[src/rtl/updown_pwm_timer.sv]
module updown_pwm_timer #(
  parameter int WIDTH = 16
) (
  input  logic             clk,
  input  logic             rst_n,
  input  logic             enable,
  input  logic             count_up,
  input  logic [WIDTH-1:0] reload_val,
  input  logic [WIDTH-1:0] match_val,
  input  logic             match_mode,
  input  logic             idle_high,
  input  logic             evt_rst_en,
  input  logic             evt_in,
  input  logic             clr_flag,
  output logic [WIDTH-1:0] count,
  output logic             timeout_flag,
  output logic             evt_busy,
  output logic             pwm_out
);

  localparam logic [WIDTH-1:0] ALL_ONES = {WIDTH{1'b1}};
  localparam logic [WIDTH-1:0] ZERO     = {WIDTH{1'b0}};

  logic [WIDTH-1:0] cnt_q;
  logic             flag_q;
  logic             busy_q;
  logic             act_q;

  wire              at_end   = count_up ? (cnt_q == ALL_ONES) : (cnt_q == ZERO);
  wire              tick_end = enable && at_end;
  wire              evt_hit  = enable && evt_rst_en && evt_in;
  wire              cmp_hit  = enable && (cnt_q == match_val);
  wire [WIDTH-1:0]  restart  = count_up ? ZERO : reload_val;

  always_ff @(posedge clk or negedge rst_n) begin
    if (!rst_n) begin
      cnt_q <= ZERO;
    end else if (!enable) begin
      cnt_q <= reload_val;
    end else if (tick_end || evt_hit) begin
      cnt_q <= restart;
    end else if (count_up) begin
      cnt_q <= cnt_q + 1'b1;
    end else begin
      cnt_q <= cnt_q - 1'b1;
    end
  end

  always_ff @(posedge clk or negedge rst_n) begin
    if (!rst_n) begin
      flag_q <= 1'b0;
      busy_q <= 1'b0;
    end else begin
      busy_q <= evt_hit;
      if (tick_end)      flag_q <= 1'b1;
      else if (clr_flag) flag_q <= 1'b0;
    end
  end

  always_ff @(posedge clk or negedge rst_n) begin
    if (!rst_n) begin
      act_q <= 1'b0;
    end else if (!enable) begin
      act_q <= 1'b0;
    end else if (match_mode) begin
      if (tick_end)     act_q <= 1'b0;
      else if (cmp_hit) act_q <= 1'b1;
    end else if (tick_end) begin
      act_q <= ~act_q;
    end
  end

  assign count        = cnt_q;
  assign timeout_flag = flag_q;
  assign evt_busy     = busy_q;
  assign pwm_out      = idle_high ^ (enable & act_q);

endmodule

[config.mk]
export PLATFORM = sky130hd
export DESIGN_NAME = updown_pwm_timer
export DESIGN_NICKNAME = d
export VERILOG_FILES = /design/src/rtl/updown_pwm_timer.sv
export SDC_FILE = /design/constraint.sdc
export NUM_CORES = 1
export LEC_CHECK = 0
export ABC_AREA = 1
export BUFFER_PORTS_ARGS = -buffer_cell sky130_fd_sc_hd__buf_4
export CORE_MARGIN = 2
export CORE_UTILIZATION = 43
export CTS_CLUSTER_SIZE = 10
export DETAILED_ROUTE_END_ITERATION = 8
export GPL_ROUTABILITY_DRIVEN = 1
export GPL_TIMING_DRIVEN = 0
export MAX_ROUTING_LAYER = met4
export PLACE_DENSITY_LB_ADDON = 0.05
export SYNTH_ARGS = -nofsm -noshare
export SYNTH_HDL_FRONTEND = slang
export SYNTH_SLANG_ARGS = --single-unit
[constraint.sdc]
create_clock -name clk -period 2.1 [get_ports clk]
set_input_delay 0.63 -clock clk [delete_from_list [all_inputs] [get_ports clk]]
set_output_delay 0.63 -clock clk [all_outputs]
set_load 0.05 [all_outputs]
Word level (Yosys, flattened, before mapping). Index checks and enable logic that the tools add are counted.

Add/sub/neg operators: 2. Multipliers: 0. Divide/modulo/power cells: 0. Magnitude comparators: 0. Equal/unequal tests: 4. Shift operators: 0. Multiplexer cells: 12. Bitwise gates (word level): 3. Reductions and logical operators: 8.

Operators with widths (number): 2-to-1 mux 16 bit (4); adder 16 x 1 -> 16 bit, second input constant (1); == test 16 bit (1); == test 16 bit, second input constant (1); zero test 16 bit (1); subtractor 16 x 1 -> 16 bit, second input constant (1); 2-to-1 mux 1 bit (8); != test 3 x 1 -> 1 bit, second input constant (2); logical AND 1 bit (4); AND reduction 2 bit (1); nonzero test 2 bit (1); AND 1 bit (1); logical OR 1 bit (1); NOT 1 bit (1); XOR 1 bit (1).

Register bits after elaboration: 19. Latch bits: 0. Bits in writable memories: 0. ROM bits: 0. Input port bits: 41. Output and inout bits: 19. Memories kept: 0.

Depth between registers and ports, before layout.
Word-level depth: 6. Gate-level depth with buffers: 14. Gate-level depth less buffers: 13.

Worst setup path after synthesis. No wires, ideal clock.

Kind: input-to-reg. Start point: input port count_up. End point: register cnt_q[13], in the netlist count[13]. Setup time: 0.117 ns. Arrival time: 2.171 ns. Required time: 1.983 ns. Path slack: -0.189 ns. Stages on the path: 12. Buffers on the path: 1. Cells stage by stage: clkinv_1 buf_4 ha_1 or2_2 nand3b_1 nand2_1 nand2_1 nand3b_1 nand2_1 nand2_1 nand3_1 nand2_1.

Cells in the longest elaborated chain, start to end: 5. Elaborated cells between the ends (all ways): 7.

Ends and longest elaborated chain: start, declared (RTL line 7) `input logic count_up,`; 2-to-1 mux 1 bit (RTL line 29) `wire at_end = count_up ? (cnt_q == ALL_ONES) : (cnt_q == ZERO);`; logical AND 1 bit (RTL line 30) `wire tick_end = enable && at_end;`; logical OR 1 bit (RTL line 40) `end else if (tick_end || evt_hit) begin`; 2-to-1 mux 16 bit (*) (RTL line 40); 2-to-1 mux 16 bit (*) (RTL line 38) `end else if (!enable) begin`; end signal, assigned (RTL line 39) `cnt_q <= reload_val;`; end signal, assigned (RTL line 41) `cnt_q <= restart;`; end signal, assigned (RTL line 43) `cnt_q <= cnt_q + 1'b1;`; end, declared (RTL line 24) `logic [WIDTH-1:0] cnt_q;`.

Mark *: on every way between the ends. The rest lies on a longest branch, timed or not. A chain may end at the register's enable or synchronous reset.

Final worst setup path.
Start point: input port count_up. End point: register cnt_q[7], in the netlist count[7].

Same word-level chain as after synthesis.

==> results.yml <==
status:
  status: "finished clean"
critical_path:
  path_class: "primary input to register"
  crit_fanout: 12
  required_ns: 2.25
  end_kind: "register"
  startpoint_type: "primary input"
  worstPathArrival_ns: 2.17
clocking:
  cts_buffers: 3
  clockBufferDepth: 2
  cts_root_buffer: "clkbuf_8"
  insertion_delay_ns: 0.26
  htree_num_levels: 1
  clk_pin_slew_ns: 0.07
  cts_tree: "done"
  cts_sinks: 19
timing:
  finalCriticalPeriod_ns: 2.02
  finClkSkew_ns: 0.00596
  report.final.slew_viol_count: 0
  fin_crit_sh_pct: 96.3
  setup_violations: 0
  finalHoldViolations: 0
  setup_tns_ns: 0
  fmax_ghz: 0.494
  tightest_slew_ns: 0.410
  max-slew-margin-rel_pct: 72.7
  setup_ws_ns: 0.0772
pwr:
  p_total_w: 0.00253
  leakagePower_nw: 1.75
  power_density_nw_per_um2: 784
  ir_drop_v: 0.000419
synthesis:
  syn_area_per_cell_um2: 5.84
  ys_ff_latch: 19
  synth_area_leaders: "nand2_1 28%, dfrtp_1 20%, inv_1 8.7%"
  synth.net_count: 454
  yosys_most_used_dff: "dfrtp_1"
  ys_seq_area_share_pct: 20.5
  netlist_instances: 398
  ys_types: 28
  ys_top_cells_by_count: "174 x nand2_1, 54 x inv_1, 35 x nand3_1"
  yosysMostFrequentCell: "nand2_1"
  synthArstFlopShare_pct: 100
  synth_edf_count: 0
  synth_top_area_share_pct: 28.1
  syn-cell-area_um2: 2320
  synth_warnings: 0
  yosysTopAreaCell: "nand2_1"
placement:
  dp_hpwl_mm: 5.29
  dp_slack_ns: -0.470
  portBuffers: 59
  place_congestion: 0.897
floorplan:
  io_pins: 60
  initial_utilization_pct: 44.9
  die_w_um: 77.5
  core_area_um2: 5170
  placementRows: 26
  die_y_um: 77.5
  dieArea_um2: 6010
global_routing:
  grt_start_max_net_pins: 20
  grtUsageTotal_pct: 24.2
  overflow: 0
  grt_pass1_wl_mm: 11.4
  grt_pass1_vias: 2349
  grt_antenna_before_repair: 0
finish:
  fin_nets: 524
  drive_gt1_share_pct: 29.3
  diodes: 0
  area_delta_synth_final_pct: 39.1
  fin_util_pct: 62.5
route:
  wirelength_mm: 6.91
  num_vias: 2607
  drt-vias-per-instance: 4.85
  drc: 0
  postRouteAntennaNets: 0
  avgRoutedWirePerCell_um: 12.9
  drt_pass1_iterations: 5
  drtIter0Drc: 126
min_path:
  min-delay-path-class: "primary input to async pin"
run:
  maxCapViolations: 0
==> logic make-up after synthesis <==
kind of cell    share of synthesized area [%]
fa+ha+maj                                8.40
flops                                    20.5
buf+inv                                  11.6
simple gates                             50.5
compound gates                           3.77
xor+xnor                                 5.28
==> registers in the layout (all words and copies together), names as in the netlist <==
signal / cells
count: 16
timeout_flag: 1
act_q: 1
evt_busy: 1
==> critical path, stage by stage <==
cell	delay, ns
buf_12	0.11
clkinv_8	0.07
buf_12	0.16
ha_4	0.26
or2_4	0.24
nand3_1	0.09
nand2_2	0.09
buf_6	0.13
xnor2_2	0.14
nand2_1	0.07
nand3_1	0.10
nand2_1	0.06
==> metrics by stage <==
| step | hold slack [ns] | instances | instance area, µm² |
|---|---|---|---|
| 2_1_floorplan | 0.334 | 398 | 2350 |
| 3_3_place_gp | 0.518 | 527 | 2880 |
| 3_5_place_dp | 0.524 | 527 | 2880 |
| 4_1_cts | 0.244 | 532 | 3050 |
| 5_1_grt | 0.250 | 537 | 3230 |
| 6_report | 0.231 | 537 | 3230 |
==> worst paths after layout <==
kind	startpoint	to	slack, ns	cells after the start
max in group asynchronous	rst_n	count[1]$_DFF_PN0_	1.64	1
setup reg to reg	count[0]$_DFF_PN0_	count[8]$_DFF_PN0_	0.20	11
min in group clk	timeout_flag$_DFFE_PN0P_	timeout_flag$_DFFE_PN0P_	0.54	2
hold reg to reg	timeout_flag$_DFFE_PN0P_	timeout_flag$_DFFE_PN0P_	0.54	2
setup / recovery	count_up	count[7]$_DFF_PN0_	0.08	12
hold / removal	rst_n	count[4]$_DFF_PN0_	0.23	1
==> per-layer routing <==
metal | up-vias | wire length (µm) | global-route usage, %
li1 | 1379 | - | -
met1 | 1149 | 3300 | 34.9
met2 | 72 | 3170 | 37.2
met3 | 7 | 375 | 1.51
met4 | 0 | 63 | 6.07
met5 | - | 0 | -
==> power breakdown <==
| group | internal (W) | switching, W |
|---|---|---|
| sequential | 0.000433 | 0.000173 |
| combinational | 0.000672 | 0.000998 |
| clock | 0.000135 | 0.000122 |
==> layout by cell type, fill, tap and decap left out, drive strengths merged, types with 6 or more instances in the layout <==
master,count
ha,14
nor2,29
inv,55
dfrtp,19
xor2,7
nand2,188
nand3,37
nand3b,6
nor3,7
xnor2,7
buf,68
a21oi,10
==> timing repair <==
action                     in CTS  in global routing
gates cloned                    1                  0
hold buffers                    0                  0
buffers inserted                0                  5
gates resized for setup        14                 39
pin swaps                       2                  9
setup endpoints to repair      11                 11
==> area by class of cell <==
class                           instances  area (µm²)
Buffer                                  5        67.6
Clock buffer                            4        45.0
Inverter                               57         226
Timing Repair Buffer                   65         524
Fill cell                             497        1940
Tap cell                               70        87.6
Sequential cell                        19         478
Multi-Input combinational cell        317        1800
Power figures use the tool's default switching activity.
